`src/rtl/line_cond_pkg.sv`:
```
package line_cond_pkg;

  // strobes from control to datapath
  typedef struct packed {
    logic holdArm;     // filtered clock just fell: start hold timer
    logic holdCancel;  // filtered clock just rose: close the drive window
  } dpStrobe_t;

  function automatic int ceilDiv(input int num, input int den);
    return (num + den - 1) / den;
  endfunction

endpackage

```
`src/rtl/line_cond_dp.sv`:
```
module line_cond_dp
  import line_cond_pkg::*;
#(
  parameter int FILT = 7,
  parameter int HOLD = 38
) (
  input  logic      clk,
  input  logic      rstN,
  input  logic      sclIn,
  input  logic      sdaIn,
  input  logic      sdaPull,
  input  dpStrobe_t strobe,
  output logic      sclFilt,
  output logic      sdaFilt,
  output logic      sdaOe
);
  localparam int CW = $clog2(FILT + 1);
  localparam int HW = $clog2(HOLD + 1);

  logic [1:0] rawIn;
  logic [1:0] filtLvl;
  assign rawIn = {sdaIn, sclIn};

  // one synchroniser plus spike filter per line
  for (genvar i = 0; i < 2; i++) begin : g_line
    logic syncA, syncB, lvl;
    logic [CW-1:0] cnt;
    always_ff @(posedge clk or negedge rstN) begin
      if (!rstN) begin
        syncA <= 1'b1;
        syncB <= 1'b1;
        lvl   <= 1'b1;
        cnt   <= '0;
      end else begin
        syncA <= rawIn[i];
        syncB <= syncA;
        if (syncB == lvl) begin
          cnt <= '0;
        end else if (cnt == CW'(FILT - 1)) begin
          lvl <= syncB;
          cnt <= '0;
        end else begin
          cnt <= cnt + 1'b1;
        end
      end
    end
    assign filtLvl[i] = lvl;
  end

  assign sclFilt = filtLvl[0];
  assign sdaFilt = filtLvl[1];

  // hold timer and output enable
  logic [HW-1:0] holdCnt;
  logic holdActive, lowWindow, oeQ;

  always_ff @(posedge clk or negedge rstN) begin
    if (!rstN) begin
      holdCnt    <= '0;
      holdActive <= 1'b0;
      lowWindow  <= 1'b0;
      oeQ        <= 1'b0;
    end else begin
      if (strobe.holdCancel) begin
        holdActive <= 1'b0;
        lowWindow  <= 1'b0;
      end else if (strobe.holdArm) begin
        holdActive <= 1'b1;
        holdCnt    <= '0;
        lowWindow  <= 1'b0;
      end else if (holdActive) begin
        if (holdCnt == HW'(HOLD - 1)) begin
          holdActive <= 1'b0;
          lowWindow  <= 1'b1;
        end else begin
          holdCnt <= holdCnt + 1'b1;
        end
      end
      if (lowWindow && !filtLvl[0]) oeQ <= sdaPull;
    end
  end

  assign sdaOe = oeQ;
endmodule

```
`src/rtl/line_cond_ctl.sv`:
```
module line_cond_ctl
  import line_cond_pkg::*;
(
  input  logic      clk,
  input  logic      rstN,
  input  logic      sclFilt,
  input  logic      sdaFilt,
  output logic      startPulse,
  output logic      stopPulse,
  output logic      bitValid,
  output logic      bitValue,
  output logic      sclFall,
  output logic      busBusy,
  output dpStrobe_t strobe
);
  logic sclPrev, sdaPrev, busyQ;
  logic sclRise, sclFell, sclHeld;

  always_ff @(posedge clk or negedge rstN) begin
    if (!rstN) begin
      sclPrev <= 1'b1;
      sdaPrev <= 1'b1;
      busyQ   <= 1'b0;
    end else begin
      sclPrev <= sclFilt;
      sdaPrev <= sdaFilt;
      if (startPulse)     busyQ <= 1'b1;
      else if (stopPulse) busyQ <= 1'b0;
    end
  end

  assign sclRise = sclFilt & ~sclPrev;
  assign sclFell = ~sclFilt & sclPrev;
  assign sclHeld = sclFilt & sclPrev;

  assign startPulse = sclHeld & sdaPrev & ~sdaFilt;
  assign stopPulse  = sclHeld & ~sdaPrev & sdaFilt & busyQ;
  assign bitValid   = sclRise & busyQ;
  assign bitValue   = sdaFilt;
  assign sclFall    = sclFell & busyQ;
  assign busBusy    = busyQ;

  assign strobe.holdArm    = sclFell;
  assign strobe.holdCancel = sclRise;
endmodule

```
`src/rtl/line_conditioner.sv`:
```
module line_conditioner
  import line_cond_pkg::*;
#(
  parameter int CLK_PERIOD_NS = 8,
  parameter int SPIKE_NS      = 50,
  parameter int HOLD_NS       = 300
) (
  input  logic clk,
  input  logic rstN,
  input  logic sclIn,
  input  logic sdaIn,
  input  logic sdaPull,
  output logic startPulse,
  output logic stopPulse,
  output logic bitValid,
  output logic bitValue,
  output logic sclFall,
  output logic busBusy,
  output logic sdaOe
);
  localparam int FILT_CYCLES = ceilDiv(SPIKE_NS, CLK_PERIOD_NS);
  localparam int HOLD_CYCLES = ceilDiv(HOLD_NS, CLK_PERIOD_NS);

  dpStrobe_t strobe;
  logic sclFilt, sdaFilt;

  line_cond_dp #(.FILT(FILT_CYCLES), .HOLD(HOLD_CYCLES)) u_dp (
    .clk(clk), .rstN(rstN), .sclIn(sclIn), .sdaIn(sdaIn), .sdaPull(sdaPull),
    .strobe(strobe), .sclFilt(sclFilt), .sdaFilt(sdaFilt), .sdaOe(sdaOe)
  );

  line_cond_ctl u_ctl (
    .clk(clk), .rstN(rstN), .sclFilt(sclFilt), .sdaFilt(sdaFilt),
    .startPulse(startPulse), .stopPulse(stopPulse), .bitValid(bitValid),
    .bitValue(bitValue), .sclFall(sclFall), .busBusy(busBusy), .strobe(strobe)
  );
endmodule

```
`config.mk`:
```
export PLATFORM = sky130hd
export DESIGN_NAME = line_conditioner
export DESIGN_NICKNAME = d
export VERILOG_FILES = /design/src/rtl/line_cond_pkg.sv /design/src/rtl/line_cond_dp.sv /design/src/rtl/line_cond_ctl.sv /design/src/rtl/line_conditioner.sv
export SDC_FILE = /design/constraint.sdc
export NUM_CORES = 1
export LEC_CHECK = 0
export BUFFER_PORTS_ARGS = -buffer_cell sky130_fd_sc_hd__clkbuf_2
export CORE_MARGIN = 3
export CORE_UTILIZATION = 60
export DETAILED_ROUTE_END_ITERATION = 8
export PLACE_DENSITY = 0.81
export SKIP_LAST_GASP = 1
export SLEW_MARGIN = 5
export SYNTH_ARGS = -nofsm -noshare
export SYNTH_HDL_FRONTEND = slang
export SYNTH_SLANG_ARGS = --single-unit
```
`constraint.sdc`:
```
create_clock -name clk -period 4.1 [get_ports clk]
set_input_delay 0.205 -clock clk [delete_from_list [all_inputs] [get_ports clk]]
set_output_delay 0.205 -clock clk [all_outputs]
set_load 0.02 [all_outputs]
```
==> results of run 1 <==
critical path: cells and delay by family, from the launching register on:
kind	cells	cell delay, ps
and+or+nand+nor	3	890
adders and majority gates	1	310
DFF	1	610
buffers and inverters	1	80
per-stage QoR:
| stage | cells | area, um^2 |
|---|---|---|
| floorplan | 102 | 1150 |
| global placement | 136 | 1230 |
| detailed placement | 136 | 1230 |
| CTS | 143 | 1290 |
| global route | 143 | 1290 |
| finish | 143 | 1290 |
where the power goes:
part | switching [mW] | internal [mW]
logic | 0.152 | 0.162
clock network | 0.0651 | 0.0541
registers | 0.0981 | 0.325
flip-flops by register name, indices dropped and copies added, names as in the netlist:
register and count:
u_dp.g_line.syncA 2, u_ctl.busBusy 1, u_dp.g_line.cnt 6, u_dp.holdActive 1
u_dp.sclFilt 1, u_dp.sdaOe 1, u_ctl.sclPrev 1, u_ctl.sdaPrev 1
u_dp.holdCnt 6, u_dp.lowWindow 1, u_dp.g_line.syncB 2, u_dp.sdaFilt 1
cell families after synthesis:
kind of cell / share of synthesized area [%]
buffers and inverters: 3.05
AO/OA/AOI/OAI: 12.2
multiplexers: 6.64
adder cells (fa/ha/maj): 5.45
AND/OR/NAND/NOR: 18.0
XOR/XNOR: 1.53
flip-flops: 53.2
cells in the final DEF, fill, tap and decap left out, drive strengths merged:
cell type and n:
dfrtp 16, and2b 2, a31o 1, a31oi 2, a21o 1, a41oi 1
or2 1, a221o 2, or3 1, a211oi 1, a22oi 1, a21oi 2
a21boi 1, or4 1, inv 7, clkbuf 15, mux2i 2, nor4bb 1
dlygate4sd3 3, ha 5, o21ai 3, o31ai 1, nor3b 2, and2 3
nand4 2, dfstp 8, a2111oi 2, a311o 1, mux2 5, nand2 8
nand3 2, nor3 3, xnor2 2, nor2 10
worst paths after layout:
path / start / to / slack, ps / cells after the start
max: u_dp.sclFilt / u_dp.holdCnt[5] / 2170 / 5
min: sdaPull / u_dp.sdaOe / 140 / 2
max reg2reg: u_dp.sclFilt / u_dp.holdCnt[5] / 2170 / 5
min reg2reg: u_dp.g_line[0].syncA / u_dp.g_line[0].syncB / 370 / 0
max in group asynchronous: rstN / u_dp.g_line[0].syncB / 3310 / 2
min in group asynchronous: rstN / u_dp.holdCnt[2] / 410 / 2
cell type report:
class	instances	area (um^2)	share of cell area (%)
Sequential cell	24	611	47.2
Multi-Input combinational cell	69	503	38.9
Timing Repair Buffer	14	85.1	6.58
Clock buffer	4	36.3	2.81
Tap cell	25	31.3	2.42
Inverter	7	26.3	2.03
per-layer routing:
layer	vias up	track usage (%)
li1	392	-
met1	407	24.6
met2	8	31.9
met3	4	3.32
met4	0	5.53
met5	-	0
==> impl_metrics.json, run 1 <==
{
  "wl_per_cell_um": 13.8,
  "syn_nets": 112,
  "drtPass1Iterations": 4,
  "place_hpwl_um": 1470,
  "ant_nets": 0,
  "pre_cts_ws_ps": 2170,
  "gr-usage-all-layers_pct": 18.8,
  "synth.distinct_cells": 35,
  "grt_pass1_wl_um": 3570,
  "cp.arrival_ps": 2180,
  "antenna_found_initial": 0,
  "skew_ps": 5.18,
  "cts_root_buffer": "clkbuf_4",
  "synth_warnings": 0,
  "die_width_um": 49.8,
  "synth.cell_area_um2": 1150,
  "met3_length_um": 45,
  "cp_max_fo": 9,
  "drt-initial-drc-count": 28,
  "die_h_um": 49.8,
  "power_density_nw_per_um2": 662,
  "netlist_top_cells_area": "dfrtp_1, dfstp_2, ha_1, mux2_2, nor2_1",
  "post_cts_buffers": 0,
  "cts_sinks": 24,
  "hp-class": "primary input to flop",
  "async_flop_share_pct": 100,
  "num-fill-cells": 147,
  "grt_max_degree": 25,
  "drc": 0,
  "synth_seq_area_share_pct": 53.2,
  "drv_cap": 0,
  "synthCells": 102,
  "wl_met2_um": 1020,
  "hold_viol_final": 0,
  "min_period_ps": 1930,
  "cts_hold_buf": 3,
  "end_kind": "flop",
  "slowest_stage": "dfstp_2",
  "ys_seq_elements": 24,
  "port_buffers": 11,
  "worstPathRequired_ps": 4350,
  "clk_latency_ps": 300,
  "wl_met1_um": 891,
  "drv_slew": 0,
  "ys.flop_type": "dfrtp_1",
  "vias_per_cell": 5.67,
  "slew-limit-headroom_pct": 62.4,
  "setup_tns_ps": 0,
  "fin_util_pct": 73.3,
  "clk_pin_slew_ps": 130,
  "tightest_slew_ps": 564,
  "fin_nets": 129,
  "yosysMostFrequentCell": "dfrtp_1",
  "gp_congestion": 0.745,
  "setup-violations-final": 0,
  "globalRoute.totalOverflow": 0,
  "synth_common_cells": "dfrtp_1, nor2_1, dfstp_2, nand2_1, inv_1",
  "syn_avg_cell_area_um2": 11.3,
  "cts_tree": "built",
  "rsz0062_at_grt": "no",
  "ios": 12,
  "grt_pass1_vias": 824,
  "hold_ws_ps": 144,
  "power_mw": 0.856,
  "htree_levels": 1,
  "clk_path_buf_depth": 2,
  "numCtsBuffers": 3,
  "rows": 15,
  "final_layout_size_suffix_gt1_share_pct": 29.7,
  "start_util_pct": 65.1,
  "cts_resized": 0,
  "crit_chain": "inv_1, ha_1, or2_4, or4_1, nand3_1",
  "vias": 811,
  "synth_top_cell_area_share_pct": 34.9,
  "antenna_cells": 0,
  "yosysTopAreaCell": "dfrtp_1",
  "fin_crit_sh_pct": 47.2,
  "cp-start-kind": "flop",
  "highest_layer": "met4",
  "area_delta_synth_final_pct": 12.5,
  "totalWireLength_um": 1980,
  "critPathKind": "flop to flop",
  "p_leak_nw": 0.556,
  "timing.fmax_mhz": 517,
  "synth_edf_count": 0,
  "max_stage_delay_ps": 610,
  "fin_ws_ps": 2170,
  "status": "complete, no violations",
  "die-area_um2": 2480,
  "vdd_ir_drop_max_v": 0.000409,
  "core_area_um2": 1760
}
No activity file was read; power rests on OpenSTA's default activity.
==> run 2: changes to the inputs <==
--- a/config.mk
+++ b/config.mk
@@ -7,9 +7,9 @@
 export LEC_CHECK = 0
 export BUFFER_PORTS_ARGS = -buffer_cell sky130_fd_sc_hd__clkbuf_2
 export CORE_MARGIN = 3
-export CORE_UTILIZATION = 60
+export CORE_UTILIZATION = 51
 export DETAILED_ROUTE_END_ITERATION = 8
-export PLACE_DENSITY = 0.81
+export PLACE_DENSITY = 0.73
 export SKIP_LAST_GASP = 1
 export SLEW_MARGIN = 5
 export SYNTH_ARGS = -nofsm -noshare
==> constraint.sdc (replaced) <==
create_clock -name clk -period 1.7 [get_ports clk]
set_input_delay 0.085 -clock clk [delete_from_list [all_inputs] [get_ports clk]]
set_output_delay 0.085 -clock clk [all_outputs]
set_load 0.02 [all_outputs]
==> run 2 against run 1 <==
Clock power up 140%. Critical path type unchanged. Via count grew 1.1%. Highest routed layer unchanged. Critical endpoint is now u_dp.holdCnt[1]. Clock skew up 3.0 ps. Cell count grew 5.6%. Largest cell class unchanged. Worst setup slack worse by 2100 ps.
==> impl_metrics.json, run 2 (same netlist as run 1, synthesis figures left out) <==
{
  "fin_crit_sh_pct": 98.5,
  "totalWireLength_um": 2040,
  "cts_tree": "built",
  "port_buffers": 11,
  "gp_congestion": 0.751,
  "min_period_ps": 1670,
  "worstPathRequired_ps": 1950,
  "critPathKind": "flop to flop",
  "numCtsBuffers": 3,
  "antenna_found_initial": 0,
  "clk_pin_slew_ps": 130,
  "clk_path_buf_depth": 2,
  "cts_root_buffer": "clkbuf_4",
  "place_hpwl_um": 1460,
  "final_layout_size_suffix_gt1_share_pct": 40.3,
  "die_h_um": 53.5,
  "p_sw_share_pct": 36.6,
  "final_cell_mix": "dfrtp_1, nor2_1, nand2_1, clkbuf_2, dfstp_2",
  "p_switching_mw": 0.820,
  "grt_max_degree": 25,
  "power_density_nw_per_um2": 1580,
  "power_mw": 2.24,
  "ant_nets": 0,
  "p_comb_share_pct": 42.9,
  "timing.fmax_mhz": 597,
  "place_area_um2": 1290,
  "ios": 12,
  "die-area_um2": 2860,
  "stdcell_area_um2": 1420,
  "wl_per_cell_um": 13.5,
  "vias_per_cell": 5.43,
  "vdd_ir_drop_max_v": 0.000963,
  "end_kind": "flop",
  "slew-limit-headroom_pct": 61.0,
  "cp.arrival_ps": 1930,
  "cts_sinks": 24,
  "drtPass1Iterations": 4,
  "core_area_um2": 2040,
  "p_seq_share_pct": 44.1,
  "rows": 16,
  "clkPwrFrac_pct": 12.9,
  "rsz0062_at_grt": "yes",
  "hp-class": "primary input to flop",
  "drv_slew": 0,
  "gr-usage-all-layers_pct": 17.2,
  "hold_viol_final": 0,
  "die_width_um": 53.5,
  "cp_max_fo": 5,
  "setup-violations-final": 0,
  "num-fill-cells": 166,
  "drt-initial-drc-count": 9,
  "clk_latency_ps": 300,
  "antenna_cells": 0,
  "tightest_slew_ps": 585,
  "grt_pass1_vias": 812,
  "htree_levels": 1,
  "area_delta_synth_final_pct": 23.4,
  "drc": 0,
  "globalRoute.totalOverflow": 0,
  "status": "complete, no violations",
  "top_regs": "u_dp.g_line.cnt x6, u_dp.holdCnt x6",
  "grt_pass1_wl_um": 3530,
  "drv_cap": 0,
  "cp-start-kind": "flop",
  "start_util_pct": 56.3,
  "final_common_cell": "dfrtp_1",
  "post_cts_buffers": 0,
  "skew_ps": 8.22,
  "vias": 820,
  "p_int_mw": 1.42,
  "p_leak_nw": 0.598,
  "fin_nets": 135
}
run 2: per-layer routing:
| metal | track usage [%] | part of all wire (%) | vias to the layer above |
|---|---|---|---|
| met1 | 20.0 | 43 | 401 |
| met3 | 5.07 | 2.3 | 2 |
| met5 | 0 | 0 | - |
| li1 | - | - | 409 |
| met4 | 3.83 | 0.69 | 0 |
| met2 | 30.8 | 54 | 8 |
run 2: worst max-delay path: stages (launching register included):
cell and delay (ps):
dfstp_2 570, inv_2 60, ha_4 160, or2_4 250
a2111oi_1 400, a221o_1 180
run 2: what timing repair did:
item / 4_1_cts / 5_1_grt
setup endpoints to repair: 2 / 10
gates resized for setup: 6 / 12
pin swaps: 0 / 3
hold buffers: 3 / 0
hold endpoints to repair: 18 / 0
run 2: per-stage QoR:
| stage | hold WS, ps | util (%) | setup slack [ps] | setup TNS, ps | std cells |
|---|---|---|---|---|---|
| detailed placement | 108 | 63.0 | 36.5 | 0 | 144 |
| floorplan | -211 | - | 22.3 | 0 | 102 |
| global route | 22.6 | 69.4 | -29.3 | -46.8 | 151 |
| global placement | 106 | 63.0 | 47.8 | 0 | 144 |
| CTS | 23.7 | 67.2 | -26.0 | -44.0 | 151 |
| finish | 34.2 | 69.4 | 25.1 | 0 | 151 |
run 2: power by group through the flow:
stage	Sequential (mW)	Combinational, mW	Clock, mW
after floorplan	0.983	0.620	0
after global placement	0.978	0.851	0
after detailed placement	0.992	0.874	0
after CTS	0.983	0.902	0.305
after global routing	1.02	1.07	0.326
final	0.988	0.961	0.289
run 2: worst paths after layout:
check,startpoint,end,slack [ps],cells after the start
setup / recovery,u_dp.sclFilt,u_dp.holdCnt[1],30,5
hold / removal,sdaPull,u_dp.sdaOe,30,2
setup reg to reg,u_dp.sclFilt,u_dp.holdCnt[1],30,5
hold reg to reg,u_dp.g_line[1].syncA,u_dp.g_line[1].syncB,370,0
max in group asynchronous,rstN,u_dp.g_line[0].syncB,1020,2
min in group asynchronous,rstN,u_dp.holdCnt[1],290,2
run 2: final cells by class:
class,count,area (um^2),share of cell area [%]
Tap cell,27,33.8,2.38
Inverter,7,26.3,1.85
Timing Repair Buffer,20,149,10.5
Clock buffer,4,36.3,2.56
Multi-Input combinational cell,69,562,39.6
Sequential cell,24,611,43.1
==> run 3: changes to the inputs <==
--- a/config.mk
+++ b/config.mk
@@ -7,11 +7,13 @@
 export LEC_CHECK = 0
 export BUFFER_PORTS_ARGS = -buffer_cell sky130_fd_sc_hd__clkbuf_2
 export CORE_MARGIN = 3
-export CORE_UTILIZATION = 51
+export CORE_UTILIZATION = 50
 export DETAILED_ROUTE_END_ITERATION = 8
-export PLACE_DENSITY = 0.73
+export PLACE_DENSITY = 0.72
+export SKIP_CTS_REPAIR_TIMING = 1
 export SKIP_LAST_GASP = 1
 export SLEW_MARGIN = 5
 export SYNTH_ARGS = -nofsm -noshare
 export SYNTH_HDL_FRONTEND = slang
+export SYNTH_HIERARCHICAL = 1
 export SYNTH_SLANG_ARGS = --single-unit
==> run 3 against run 2 <==
Critical path depth fell by 2. Final area decreased by 11%. Sequential power fell by 4.1%. Register-to-register slack better by 230 ps. Total power fell by 22%. Largest cell class unchanged. Cell count decreased by 4.6%. Critical path type is now flop to output pin. Via count shrank 6.5%. Non-clock buffer count down 5.
==> impl_metrics.json, run 3 <==
{
  "gp_congestion": 0.846,
  "vias": 767,
  "hp-class": "primary input to async pin",
  "area_delta_synth_final_pct": 12.4,
  "grtUsageMet1_pct": 20.2,
  "grt_max_degree": 25,
  "yosysTopAreaCell": "dfrtp_1",
  "clk_pin_slew_ps": 120,
  "totalWireLength_um": 1820,
  "synth.cell_area_um2": 1120,
  "async_flop_share_pct": 100,
  "setup-violations-final": 0,
  "htree_levels": 1,
  "hold_viol_final": 0,
  "min_period_ps": 1620,
  "die-area_um2": 2840,
  "drv_slew": 0,
  "p_leak_nw": 0.560,
  "cts_root_buffer": "clkbuf_4",
  "grt.busiest_layer": "met2",
  "critPathBufInv": 1,
  "use_met3_pct": 5.07,
  "die_width_um": 53.3,
  "synth_top_cell_area_share_pct": 35.8,
  "synth_warnings": 6,
  "clk_latency_ps": 300,
  "cp-start-kind": "flop",
  "final_common_cell": "dfrtp_1",
  "core_area_um2": 2040,
  "top_regs": "u_dp/g_line.cnt x6, u_dp/holdCnt x6",
  "critPathKind": "flop to output pin",
  "grt_pass1_wl_um": 3150,
  "gr-usage-all-layers_pct": 15.7,
  "timing.fmax_mhz": 616,
  "stdcell_area_um2": 1260,
  "drv_cap": 0,
  "globalRoute.totalOverflow": 0,
  "power_density_nw_per_um2": 1390,
  "synth_common_cells": "dfrtp_1, nor2_1, nand2_1",
  "antenna_found_initial": 0,
  "syn_nets": 109,
  "die_h_um": 53.3,
  "globalRouteMet2Util_pct": 24.9,
  "crit_chain": "and2b_2, and2_1, clkbuf_2",
  "drc": 0,
  "num-fill-cells": 180,
  "syn_avg_cell_area_um2": 11.0,
  "rows": 16,
  "vdd_ir_drop_max_v": 0.000829,
  "place_area_um2": 1180,
  "synth_seq_area_share_pct": 54.6,
  "worstPathRequired_ps": 1620,
  "vias_per_cell": 5.33,
  "power_mw": 1.75,
  "max_stage_delay_ps": 620,
  "end_kind": "output pin",
  "r2r_setup_slack_ps": 260,
  "synthCells": 102,
  "setup_tns_ps": 0,
  "ant_nets": 0,
  "slowest_stage": "dfstp_2",
  "rsz0062_at_grt": "no",
  "synth_edf_count": 0,
  "netlist_top_cells_area": "dfrtp_1, dfstp_2, mux2_2, nor2_1, nand2_1",
  "synth.distinct_cells": 31,
  "port_buffers": 11,
  "status": "complete, no violations",
  "cts_sinks": 24,
  "wl_per_cell_um": 12.6,
  "clk_path_buf_depth": 2,
  "slew-limit-headroom_pct": 61.5,
  "cp_max_fo": 8,
  "fin_nets": 125,
  "dp_cells": 136,
  "final_cell_mix": "dfrtp_1, clkbuf_2, nor2_1",
  "yosysMostFrequentCell": "dfrtp_1",
  "numCtsBuffers": 3,
  "tightest_slew_ps": 577,
  "antenna_cells": 0,
  "stdcell_count": 144,
  "ys_seq_elements": 24,
  "start_util_pct": 54.7,
  "crit_family": "flip-flops",
  "grt_pass1_vias": 705,
  "fin_crit_sh_pct": 95.5,
  "cp.arrival_ps": 1540,
  "cts_tree": "built",
  "skew_ps": 7.06,
  "place_hpwl_um": 1290,
  "drt-initial-drc-count": 14,
  "ios": 12,
  "drtPass1Iterations": 4,
  "final_layout_size_suffix_gt1_share_pct": 27.4,
  "ys.flop_type": "dfrtp_1"
}
## run 3: changes by cell type after synthesis, moves of 3 or more
cell,change
a21oi_1,+4
o21ai_0,-3
buf_4,+3
ha_1,-3
o21ai_1,+3
## run 3: through the flow
stage	hold WS (ps)	utilization [%]	setup WS, ps
floorplan	-211	-	279
global placement	102	57.7	271
detailed placement	116	57.7	251
CTS	-236	59.5	35.9
global route	331	61.5	7.58
finish	290	61.5	76.3
## run 3: layout make-up
type	instances	area, um^2	area share, %
clock buffer	4	36.3	2.89
inverter	5	18.8	1.49
sequential	24	611	48.6
timing repair buffer	15	95.1	7.57
multi-input combinational	69	462	36.8
tap	27	33.8	2.69
## run 3: worst paths after layout
check                                startpoint                   end  cells past startpoint
setup / recovery                   u_dp/sclFilt               sclFall                      3
hold / removal                             rstN       u_dp/holdCnt[0]                      2
setup reg to reg                u_dp/holdCnt[1]       u_dp/holdCnt[1]                      6
hold reg to reg            u_dp/g_line[1].syncA  u_dp/g_line[1].syncB                      0
max in group asynchronous                  rstN  u_dp/g_line[0].syncB                      2
min in group clk           u_dp/g_line[1].syncA  u_dp/g_line[1].syncB                      0
## run 3: power breakdown
group          leakage [nW]  total, mW  internal (mW)  switching [mW]
Clock                0.0210      0.285          0.131           0.155
Combinational         0.245      0.518          0.250           0.268
Sequential            0.295      0.947          0.748           0.199
Total                 0.560       1.75           1.13           0.622
## run 3: logic make-up (layout without fill, tap and decap cells)
family	Yosys count	in the layout	share of synthesized area (%)
AOI/OAI and AO/OA	17	17	10.6
xor gates and xnor gates	2	2	1.57
adders and majority gates	2	2	2.24
buffers and inverters	9	24	4.14
DFF	24	24	54.6
muxes	6	6	5.82
and+or+nand+nor	42	42	20.9
## run 3: layer usage
layer  part of all wire, %  up-vias  wire, um
li1                      -      387         -
met1                    44      356       807
met2                    49       22       891
met3                   5.5        2       100
met4                  0.99        0        18
met5                     0        -         0
